$ cat config.mk
export PLATFORM = sky130hd
export DESIGN_NAME = updn_dual_counter
export DESIGN_NICKNAME = d
export VERILOG_FILES = /design/src/rtl/updn_pkg.sv /design/src/rtl/updn_edge_sync.sv /design/src/rtl/updn_step_ctl.sv /design/src/rtl/updn_next.sv /design/src/rtl/updn_dual_counter.sv
export SDC_FILE = /design/constraint.sdc
export NUM_CORES = 1
export LEC_CHECK = 0
export BUFFER_PORTS_ARGS = -buffer_cell sky130_fd_sc_hd__buf_2
export CORE_MARGIN = 2
export CORE_UTILIZATION = 49
export CTS_BUF_LIST = sky130_fd_sc_hd__clkbuf_4
export DETAILED_ROUTE_END_ITERATION = 10
export GPL_TIMING_DRIVEN = 0
export PLACE_DENSITY = 0.76
export SLEW_MARGIN = 20
export SYNTH_ARGS = -nofsm -noshare
export SYNTH_HDL_FRONTEND = slang
export SYNTH_SLANG_ARGS = --single-unit
export TNS_END_PERCENT = 1
$ cat constraint.sdc
create_clock -name clk -period 1.57 [get_ports clk]
set_input_delay 0.157 -clock clk [delete_from_list [all_inputs] [get_ports clk]]
set_output_delay 0.157 -clock clk [all_outputs]
set_load 0.005 [all_outputs]
$ cat src/rtl/updn_pkg.sv
package updn_pkg;
  typedef enum logic [1:0] {
    STEP_HOLD = 2'd0,
    STEP_UP   = 2'd1,
    STEP_DOWN = 2'd2
  } step_e;
endpackage

$ cat src/rtl/updn_edge_sync.sv
module updn_edge_sync #(
  parameter int STAGES = 2
) (
  input  logic clk,
  input  logic rst_n,
  input  logic async_i,
  output logic level_o,
  output logic rise_o
);
  localparam int DEPTH = STAGES + 1;

  logic [DEPTH-1:0] pipe_q;

  always_ff @(posedge clk or negedge rst_n) begin
    if (!rst_n) begin
      pipe_q <= '1;
    end else begin
      pipe_q <= {pipe_q[DEPTH-2:0], async_i};
    end
  end

  assign level_o = pipe_q[STAGES-1];
  assign rise_o  = pipe_q[STAGES-1] & ~pipe_q[STAGES];
endmodule

$ cat src/rtl/updn_step_ctl.sv
module updn_step_ctl
  import updn_pkg::*;
(
  input  logic  up_level_i,
  input  logic  up_rise_i,
  input  logic  dn_level_i,
  input  logic  dn_rise_i,
  output step_e step_o
);
  always_comb begin
    step_o = STEP_HOLD;
    if (up_rise_i && !dn_rise_i && dn_level_i) begin
      step_o = STEP_UP;
    end else if (dn_rise_i && !up_rise_i && up_level_i) begin
      step_o = STEP_DOWN;
    end
  end
endmodule

$ cat src/rtl/updn_next.sv
module updn_next
  import updn_pkg::*;
#(
  parameter int WIDTH  = 4,
  parameter bit DECADE = 1'b1
) (
  input  logic [WIDTH-1:0] cur_i,
  input  step_e            step_i,
  output logic [WIDTH-1:0] nxt_o
);
  localparam logic [WIDTH-1:0] MAXV = DECADE ? WIDTH'(9) : {WIDTH{1'b1}};

  logic [WIDTH-1:0] up_val;
  logic [WIDTH-1:0] dn_val;

  generate
    if (DECADE) begin : g_decade
      always_comb begin
        if (cur_i == MAXV) begin
          up_val = '0;
        end else if (cur_i > MAXV) begin
          up_val = cur_i[0] ? '0 : cur_i + WIDTH'(1);
        end else begin
          up_val = cur_i + WIDTH'(1);
        end
        if (cur_i == '0 || cur_i > MAXV) begin
          dn_val = MAXV;
        end else begin
          dn_val = cur_i - WIDTH'(1);
        end
      end
    end else begin : g_binary
      assign up_val = cur_i + WIDTH'(1);
      assign dn_val = cur_i - WIDTH'(1);
    end
  endgenerate

  always_comb begin
    unique case (step_i)
      STEP_UP:   nxt_o = up_val;
      STEP_DOWN: nxt_o = dn_val;
      default:   nxt_o = cur_i;
    endcase
  end
endmodule

$ cat src/rtl/updn_dual_counter.sv
module updn_dual_counter
  import updn_pkg::*;
#(
  parameter int WIDTH       = 4,
  parameter bit DECADE      = 1'b1,
  parameter int SYNC_STAGES = 2
) (
  input  logic             clk,
  input  logic             rst_n,
  input  logic             up_strobe_i,
  input  logic             dn_strobe_i,
  input  logic             clear_i,
  input  logic             load_n_i,
  input  logic [WIDTH-1:0] preset_i,
  output logic [WIDTH-1:0] count_o,
  output logic             carry_n_o,
  output logic             borrow_n_o
);
  localparam logic [WIDTH-1:0] MAXV = DECADE ? WIDTH'(9) : {WIDTH{1'b1}};
  localparam int NCH = 2;

  logic [NCH-1:0] raw_in;
  logic [NCH-1:0] lvl;
  logic [NCH-1:0] rise;

  assign raw_in = {dn_strobe_i, up_strobe_i};

  genvar ch;
  generate
    for (ch = 0; ch < NCH; ch++) begin : g_sync
      updn_edge_sync #(.STAGES(SYNC_STAGES)) u_sync (
        .clk     (clk),
        .rst_n   (rst_n),
        .async_i (raw_in[ch]),
        .level_o (lvl[ch]),
        .rise_o  (rise[ch])
      );
    end
  endgenerate

  step_e            step;
  logic [WIDTH-1:0] count_q;
  logic [WIDTH-1:0] count_nxt;

  updn_step_ctl u_ctl (
    .up_level_i (lvl[0]),
    .up_rise_i  (rise[0]),
    .dn_level_i (lvl[1]),
    .dn_rise_i  (rise[1]),
    .step_o     (step)
  );

  updn_next #(.WIDTH(WIDTH), .DECADE(DECADE)) u_next (
    .cur_i  (count_q),
    .step_i (step),
    .nxt_o  (count_nxt)
  );

  always_ff @(posedge clk or negedge rst_n) begin
    if (!rst_n) begin
      count_q <= '0;
    end else if (clear_i) begin
      count_q <= '0;
    end else if (!load_n_i) begin
      count_q <= preset_i;
    end else begin
      count_q <= count_nxt;
    end
  end

  assign count_o    = count_q;
  assign carry_n_o  = ~((count_q == MAXV) && !lvl[0]);
  assign borrow_n_o = ~((count_q == '0) && !lvl[1]);

  a_r3_clear_zero: assert property (@(posedge clk) disable iff (!rst_n)
    clear_i |=> (count_o == '0));

  a_r4_load_copy: assert property (@(posedge clk) disable iff (!rst_n)
    (!clear_i && !load_n_i) |=> (count_o == $past(preset_i)));

  a_r5_carry_at_max: assert property (@(posedge clk) disable iff (!rst_n)
    !carry_n_o |-> (count_o == MAXV));

  a_r6_borrow_at_zero: assert property (@(posedge clk) disable iff (!rst_n)
    !borrow_n_o |-> (count_o == '0));

  a_r9_conflict_hold: assert property (@(posedge clk) disable iff (!rst_n)
    (rise[0] && rise[1] && !clear_i && load_n_i) |=> $stable(count_o));

  a_r8_down_recover: assert property (@(posedge clk) disable iff (!rst_n)
    (DECADE && step == STEP_DOWN && count_o > MAXV && !clear_i && load_n_i)
      |=> (count_o == MAXV));
endmodule

==> reports/qor.yml <==
outcome: "finished with violations"
violations: "setup timing"
numPortBuffers: 14
synthTopCellsByArea: "dfstp_2 22%, dfrtp_1 14%, ha_1 8.9%"
netlist_area_um2: 705.7
post-route-period-util: 1.093
vias: 655
synth_top_cell_area_share: 0.2234
max_freq_mhz: 583.0
worst-setup-path-type: "reg -> out"
core_mm2: 0.001318
wire_per_inst_um: 14.41
synth_area_leader_cell: "dfstp_2"
syn_area_per_cell_um2: 9.536
cts.clk_slew.worst_paths_ns: 0.05
num_antenna_cells: 0
clk_latency_ns: 0.25
die_area_mm2: 0.001760
path_cells: "clkbuf_8 -> inv_8 -> ha_4 -> or4b_4 -> buf_6"
leakagePower_nw: 0.4146
grt_pass1_vias: 611
synth_nets: 89
die_x_um: 41.95
syn_to_final_growth_pct: 41.67
cp_slowest_cell: "or4b_4"
ant_nets: 0
peakVddDrop_uv: 709.0
grt_max_degree: 11
num_io_pins: 16
fin_crit_ns: 1.715
maxCapViolations: 0
drt-pass1-iter-count: 4
cts-root-buf: "clkbuf_4"
grtUsageTotal: 0.2056
finalMaxSlewViolations: 0
drive_above_1_share: 0.5149
totalWireLength_mm: 1.672
synthFlopType: "dfstp_2"
drt-initial-drc-count: 24
ys_warn_count: 0
synthTopCellsByCount: "7 x nor2_1, 6 x a21oi_1, 6 x dfstp_2"
final_nets: 118
max_stage_delay_ns: 0.45
clock_path_buffers: 2
fin_util: 0.7588
cts-buffers-inserted: 3
synth-edff-count: 0
cts_tree: "done"
cp_max_fo: 3
arrival_ns: 1.56
hold_violations: 0
hp-class: "in -> reg"
critPathCaptureType: "output port"
fin_skew_ns: 0.003656
slew_headroom: 0.7799
fin_area_um2: 999.7
drc: 0
rows: 13
start_util: 0.5356
h-tree-depth: 1
synth.distinct_cells: 35
crit_required_ns: 1.41
grt_pass1_wl_mm: 2.808
synth_seq_cells: 10
synthArstFlopShare: 1.000
tightest_slew_ns: 0.3250
rsz0062_at_grt: "yes"
setup-violations-final: 4
via_per_inst: 5.647
die_h_um: 41.95
yosysMostFrequentCell: "nor2_1"
place_area_um2: 832.0
layout_setup_ws_ns: -0.1452
overflow: 0
finalWeightedCongestion: 0.8165
antenna_found_initial: 0
ys_seq_area_frac: 0.3652
power_density_mw_per_mm2: 689.5
syn-instance-count: 74
dp_hpwl_mm: 1.108
cts.sinks: 10
critPathLaunchType: "register"
## per-stage QoR
stage	setup TNS [ns]	std cells	hold slack, ns	power (mW)	setup WS [ns]
5_1_grt	-0.9095	116	0.08965	0.7387	-0.2341
2_1_floorplan	0	74	-0.1386	0.4225	0.002756
3_5_place_dp	-0.7258	103	0.01830	0.4747	-0.1902
3_3_place_gp	-0.6748	103	0.01388	0.4730	-0.1873
6_report	-0.3323	116	0.09510	0.6893	-0.1452
4_1_cts	-0.4787	113	0.08488	0.6691	-0.1651
## where the power goes
group	total, mW	internal, mW	switching [mW]
logic	0.233	0.121	0.112
registers	0.296	0.280	0.0156
clock network	0.161	0.0877	0.0730
## logic make-up (layout without fill, tap and decap cells)
kind of cell,count (synthesis),after routing,share of synthesized area
simple gates,24,24,0.1880
buf+inv,9,36,0.09220
fa+ha+maj,5,5,0.08865
flops,10,10,0.3653
compound gates,24,24,0.2411
xor+xnor,2,2,0.02483
## cell type report
cell class | count | area [µm²]
Buffer | 4 | 55.05
Sequential cell | 10 | 259.0
Multi-Input combinational cell | 55 | 459.2
Inverter | 5 | 26.28
Timing Repair Buffer | 24 | 158.9
Clock buffer | 3 | 22.52
Fill cell | 95 | 317.8
Tap cell | 15 | 18.77
## flip-flops by register name, indices dropped and copies added (netlist names)
register and count:
g_sync.u_sync.pipe_q 6, count_o 4
## placed cells by master (no fill, tap or decap), drive strengths merged, types with 5 or more instances in the layout
cell	netlist	routed
nand2	5	5
dfstp	6	6
clkbuf	2	5
nor2	7	7
a21oi	6	6
buf	2	23
ha	5	5
o21ai	5	5
inv	5	5
## timing repair
item | 4_1_cts | 5_1_grt
endpoints found under the setup margin | 5 | 6
pin swaps | 3 | 3
gates cloned | 0 | 0
endpoints found under the hold margin | 12 | 0
resized for setup | 8 | 7
hold buffers | 3 | 0
setup buffers | 4 | 3
## routing by layer
layer	share of wire	track usage
met1	0.45	0.2954
met2	0.49	0.2969
met3	0.053	0.06957
met4	0.0078	0.04516
met5	0	0
## worst max-delay path: cells and delay by family, from the launching register on
kind	cells	cell delay [ns]
flops	1	0.39
simple gates	1	0.45
fa+ha+maj	1	0.12
buf+inv	3	0.35
## worst paths after layout
check	slack [ns]	depth (start not counted)	endpoint	startpoint
worst max-delay path	-0.15	5	borrow_n_o	count_o[0]
worst min-delay path	0.1	2	count_o[1]	load_n_i
worst max register to register	-0.10	7	count_o[2]	count_o[1]
worst min register to register	0.36	0	g_sync[0].u_sync.pipe_q[1]	g_sync[0].u_sync.pipe_q[0]
max in group asynchronous	0.99	2	g_sync[1].u_sync.pipe_q[0]	rst_n
min in group asynchronous	0.32	2	count_o[3]	rst_n
Note: power is estimated with default switching activity, not from simulation.
